**src/rtl/dac_front_pkg.sv**
```systemverilog
package dac_front_pkg;
  localparam int CODE_W  = 12;
  localparam int FIELD_W = CODE_W + 1;
  localparam int WORD_W  = 2 * FIELD_W;

  typedef enum logic [1:0] {
    IDLE       = 2'd0,
    ADDR_CHECK = 2'd1,
    REQUEST    = 2'd2,
    LOAD       = 2'd3
  } hsState_t;

  typedef struct packed {
    logic captAddr;
    logic loadA;
    logic loadB;
  } dpCtl_t;
endpackage

```
**src/rtl/dac_front_hs.sv**
```systemverilog
module dac_front_hs
  import dac_front_pkg::*;
(
  input  logic   clk,
  input  logic   rst,
  input  logic   efStrobe,
  input  logic   outAck,
  input  logic   hitA,
  input  logic   hitB,
  output dpCtl_t ctl,
  output logic   dataReq
);
  hsState_t state;
  logic     selB;

  always_ff @(posedge clk) begin
    if (rst) begin
      state <= IDLE;
      selB  <= 1'b0;
    end else begin
      case (state)
        IDLE:       if (efStrobe) state <= ADDR_CHECK;
        ADDR_CHECK: begin
          if (hitA) begin
            state <= REQUEST;
            selB  <= 1'b0;
          end else if (hitB) begin
            state <= REQUEST;
            selB  <= 1'b1;
          end else begin
            state <= IDLE;
          end
        end
        REQUEST:    if (outAck) state <= LOAD;
        default:    state <= IDLE;
      endcase
    end
  end

  always_comb begin
    ctl.captAddr = (state == IDLE) && efStrobe;
    ctl.loadA    = (state == REQUEST) && outAck && !selB;
    ctl.loadB    = (state == REQUEST) && outAck && selB;
    dataReq      = (state == REQUEST);
  end
endmodule

```
**src/rtl/dac_front_decode.sv**
```systemverilog
module dac_front_decode (
  input  logic       trigMode,
  input  logic       sign1,
  input  logic       sign2,
  output logic [1:0] quad,
  output logic [3:0] refSel
);
  always_comb begin
    quad = 2'd0;
    if (trigMode) begin
      case ({sign1, sign2})
        2'b00:   quad = 2'd0;
        2'b01:   quad = 2'd1;
        2'b11:   quad = 2'd2;
        default: quad = 2'd3;
      endcase
    end
    refSel = {trigMode, sign2, trigMode, sign1};
  end
endmodule

```
**src/rtl/dac_front_dp.sv**
```systemverilog
module dac_front_dp
  import dac_front_pkg::*;
#(
  parameter int ADDR_W = 6
) (
  input  logic               clk,
  input  logic               rst,
  input  dpCtl_t             ctl,
  input  logic [ADDR_W-1:0]  ctlWord,
  input  logic [ADDR_W-1:0]  chanAAddr,
  input  logic [ADDR_W-1:0]  chanBAddr,
  input  logic [WORD_W-1:0]  dataWord,
  input  logic               trigMode,
  output logic               hitA,
  output logic               hitB,
  output logic [1:0][1:0][FIELD_W-1:0] holdReg,
  output logic [1:0][1:0]    quad,
  output logic [1:0][3:0]    refSel
);
  localparam int SIGN_BIT = FIELD_W - 1;

  logic [ADDR_W-1:0] addrReg;

  always_ff @(posedge clk) begin
    if (rst)               addrReg <= '0;
    else if (ctl.captAddr) addrReg <= ctlWord;
  end

  assign hitA = (addrReg == chanAAddr);
  assign hitB = (addrReg == chanBAddr);

  for (genvar ch = 0; ch < 2; ch++) begin : g_chan
    logic chLoad;
    assign chLoad = (ch == 0) ? ctl.loadA : ctl.loadB;

    always_ff @(posedge clk) begin
      if (rst) begin
        holdReg[ch] <= '0;
      end else if (chLoad) begin
        holdReg[ch][0] <= dataWord[WORD_W-1:FIELD_W];
        holdReg[ch][1] <= dataWord[FIELD_W-1:0];
      end
    end

    dac_front_decode u_dec (
      .trigMode (trigMode),
      .sign1    (holdReg[ch][0][SIGN_BIT]),
      .sign2    (holdReg[ch][1][SIGN_BIT]),
      .quad     (quad[ch]),
      .refSel   (refSel[ch])
    );
  end
endmodule

```
**src/rtl/dac_front_ctl.sv**
```systemverilog
module dac_front_ctl
  import dac_front_pkg::*;
#(
  parameter int ADDR_W = 6
) (
  input  logic               clk,
  input  logic               rst,
  input  logic               efStrobe,
  input  logic [ADDR_W-1:0]  ctlWord,
  input  logic [ADDR_W-1:0]  chanAAddr,
  input  logic [ADDR_W-1:0]  chanBAddr,
  input  logic               outAck,
  input  logic [WORD_W-1:0]  dataWord,
  input  logic               trigMode,
  output logic               dataReq,
  output logic [FIELD_W-1:0] aSub1,
  output logic [FIELD_W-1:0] aSub2,
  output logic [FIELD_W-1:0] bSub1,
  output logic [FIELD_W-1:0] bSub2,
  output logic [1:0]         aQuad,
  output logic [1:0]         bQuad,
  output logic [3:0]         aRefSel,
  output logic [3:0]         bRefSel
);
  dpCtl_t ctl;
  logic   hitA, hitB;
  logic [1:0][1:0][FIELD_W-1:0] holdReg;
  logic [1:0][1:0] quad;
  logic [1:0][3:0] refSel;

  dac_front_hs u_hs (
    .clk(clk), .rst(rst), .efStrobe(efStrobe), .outAck(outAck),
    .hitA(hitA), .hitB(hitB), .ctl(ctl), .dataReq(dataReq)
  );

  dac_front_dp #(.ADDR_W(ADDR_W)) u_dp (
    .clk(clk), .rst(rst), .ctl(ctl), .ctlWord(ctlWord),
    .chanAAddr(chanAAddr), .chanBAddr(chanBAddr), .dataWord(dataWord),
    .trigMode(trigMode), .hitA(hitA), .hitB(hitB),
    .holdReg(holdReg), .quad(quad), .refSel(refSel)
  );

  assign aSub1   = holdReg[0][0];
  assign aSub2   = holdReg[0][1];
  assign bSub1   = holdReg[1][0];
  assign bSub2   = holdReg[1][1];
  assign aQuad   = quad[0];
  assign bQuad   = quad[1];
  assign aRefSel = refSel[0];
  assign bRefSel = refSel[1];
endmodule

```
**config.mk**
```make
export PLATFORM = sky130hd
export DESIGN_NAME = dac_front_ctl
export DESIGN_NICKNAME = d
export VERILOG_FILES = /design/src/rtl/dac_front_pkg.sv /design/src/rtl/dac_front_hs.sv /design/src/rtl/dac_front_decode.sv /design/src/rtl/dac_front_dp.sv /design/src/rtl/dac_front_ctl.sv
export SDC_FILE = /design/constraint.sdc
export NUM_CORES = 1
export LEC_CHECK = 0
export BUFFER_PORTS_ARGS = -buffer_cell sky130_fd_sc_hd__buf_2
export CAP_MARGIN = 20
export CORE_ASPECT_RATIO = 0.6
export CORE_UTILIZATION = 40
export DETAILED_ROUTE_END_ITERATION = 7
export PLACE_DENSITY = 0.69
export SETUP_SLACK_MARGIN = 0.15
export SYNTH_ARGS = -nofsm -noshare
export SYNTH_HDL_FRONTEND = slang
export SYNTH_SLANG_ARGS = --single-unit
```
**constraint.sdc**
```tcl
create_clock -name clk -period 1.44 [get_ports clk]
set_clock_uncertainty 0.05 [all_clocks]
set_input_delay 0.216 -clock clk [delete_from_list [all_inputs] [get_ports clk]]
set_output_delay 0.216 -clock clk [all_outputs]
set_load 0.02 [all_outputs]
```
==> out/metrics.yaml <==
status: "complete, but fails checks"
failed_checks: "negative setup slack"
fin_ws_ns: -0.0501
hp-class: "input pin to register"
synth_top_area_frac: 0.476
synth_commonest_cells: "nand2_1, dfxtp_1, a21oi_1, a21oi_2, buf_4"
cap_violations: 0
dp_cells: 474
grt_pass1_vias: 2396
fp.dieW_um: 105
yosys.area_share.simple: 0.207
synth_nets: 351
required_ns: 1.66
tightestPinTransition_ns: 0.356
min_to: "u_dp.addrReg[1]"
r2r_slack_ns: -0.05
antenna_found_initial: 0
pre_cts_ws_ns: 0.0908
setup_tns_ns: -0.267
start_util: 0.418
crit_path_end_kind: "register"
dominantRegCellSynth: "dfxtp_1"
critPathKind: "register to register"
grt_usage: 0.237
drive_gt1_frac: 0.741
dieArea_mm2: 0.00675
design.core.area_mm2: 0.00614
ant_nets: 0
synth-edff-count: 0
hpwlAfterDp_mm: 4.42
synth_area_leader_cell: "dfxtp_1"
min_from: "ctlWord[1]"
antenna_cells: 0
ys_seq_area_frac: 0.476
finalCritPeriodShare: 1.03
hold_viol_final: 0
yosysMostFrequentCell: "nand2_1"
grt_max_degree: 26
overflow: 0
relSlewSlack: 0.763
setup_violations: 11
yosysWarningCount: 0
vdd_drop_max_mv: 0.565
syn_avg_cell_area_um2: 8.61
cp-start-kind: "register"
cts_made_buffers: 9
ys_types: 30
grt_pass1_wl_mm: 12.0
cts_max_level: 3
reg2reg_to: "u_dp.holdReg[3]"
synth-xor-area-share: 0.0410
synthAdderAreaFrac: 0.0195
r2r_cells: 7
synthMuxAreaShare: 0.0273
drv_slew: 0
pin_count: 114
min_period_ns: 1.49
vias_per_cell: 4.95
syn_to_final_growth_pct: 80.3
totalWireLength_mm: 8.62
cp_data_arrival_time_ns: 1.71
hold_depth: 3
rsz0062_at_grt: "true"
cts.path.max_buffers: 2
power_density_mw_per_mm2: 817
worstPathMaxFanout: 8
synth_top_family_by_area: "simple AND/OR/NAND/NOR gates"
path_clk_slew_ns: 0.07
post-route-drc-count: 0
synth.ff_latch_count: 61
postSynthCellCount: 298
p_total_w: 0.00378
synth_area_mm2: 0.00257
r2r-start: "u_hs.state[0]"
firstDrtPassIters: 4
synth_compound_area_frac: 0.135
vias: 2581
cts.sinks: 61
final_nets: 485
leakage_nw: 2.00
place_congestion: 0.843
root_buffer: "clkbuf_8"
routedWlPerCell_um: 16.6
die_y_um: 64.0
drtIter0Drc: 103
rows: 22
fmax_mhz: 671
synth.area.top_cells: "dfxtp_1, nand2_1, a21oi_1"
clk_latency_ns: 0.34
tritoncts: "yes"
holdWs_ns: 0.0715
port_buffers: 113
async_flop_share: 0
final_cells: 521
==> power breakdown <==
group          switching, W  total, W  internal, W
Clock              0.000696   0.00176      0.00107
Combinational      0.000175  0.000301     0.000126
Sequential        0.0000175   0.00171      0.00170
==> area by class of cell <==
type | count | area, um2
inverter | 3 | 11.3
tap | 84 | 105
fill | 438 | 1510
clock buffer | 11 | 151
sequential | 61 | 1240
timing repair buffer | 150 | 1180
clock inverter | 5 | 82.6
multi-input combinational | 207 | 1850
==> layout by cell type, fill, tap and decap left out, types with 7 or more instances in the layout <==
| cell | netlist | layout |
|---|---|---|
| nand2_4 | 0 | 57 |
| a21oi_2 | 15 | 50 |
| buf_12 | 0 | 8 |
| mux2i_1 | 7 | 7 |
| nand2_2 | 0 | 26 |
| buf_2 | 4 | 106 |
| buf_6 | 3 | 19 |
| buf_4 | 12 | 9 |
| clkbuf_8 | 0 | 11 |
| dfxtp_1 | 61 | 54 |
| nand2_1 | 104 | 21 |
==> sequential cells by signal, indices dropped and copies added, names as in the netlist <==
signal	flops
u_dp.holdReg	52
u_dp.addrReg	6
u_hs.state	2
u_hs.selB	1
==> cells by family after synthesis <==
family | count (synthesis)
compound gates | 56
xor+xnor | 12
fa+ha+maj | 4
buf+inv | 33
flops | 61
mux | 7
simple gates | 125
==> metal layers <==
metal / share of wire / global-route usage / vias to the layer above
li1: - / - / 1245
met1: 0.46 / 0.299 / 1238
met2: 0.47 / 0.389 / 85
met3: 0.061 / 0.0786 / 13
met4: 0.012 / 0.0616 / 0
met5: 0 / 0 / -
==> stage by stage <==
stage	util	instance area (um2)
detailed placement	0.508	3120
global route	0.754	4630
CTS	0.648	3980
floorplan	-	2570
global placement	0.508	3120
finish	0.754	4630
==> critical path, cell delays in order, from the launching register on <==
cell	delay, ns
dfxtp_4	0.36
nor2b_4	0.15
buf_6	0.11
and3b_2	0.26
buf_6	0.14
buf_12	0.14
nand2_2	0.07
a21oi_2	0.13
==> what timing repair did <==
item	4_1_cts	5_1_grt
hold buffers	0	0
setup buffers	17	2
pin swaps	59	82
gates cloned	5	7
gates resized for setup	109	134
endpoints found under the setup margin	59	67
==> worst max path at each step <==
stage                             to  cells past startpoint  slack (ns)             start
floorplan           u_dp.holdReg[38]                      7        0.15     u_hs.state[1]
global route                aQuad[0]                      4       -0.09  u_dp.holdReg[25]
global placement           u_hs.selB                      4         0.1     u_hs.state[1]
finish               u_dp.holdReg[3]                      7       -0.05     u_hs.state[0]
CTS                         aQuad[0]                      4       -0.04  u_dp.holdReg[25]
detailed placement         u_hs.selB                      4        0.09     u_hs.state[1]
No activity file was read; power rests on OpenSTA's default activity.
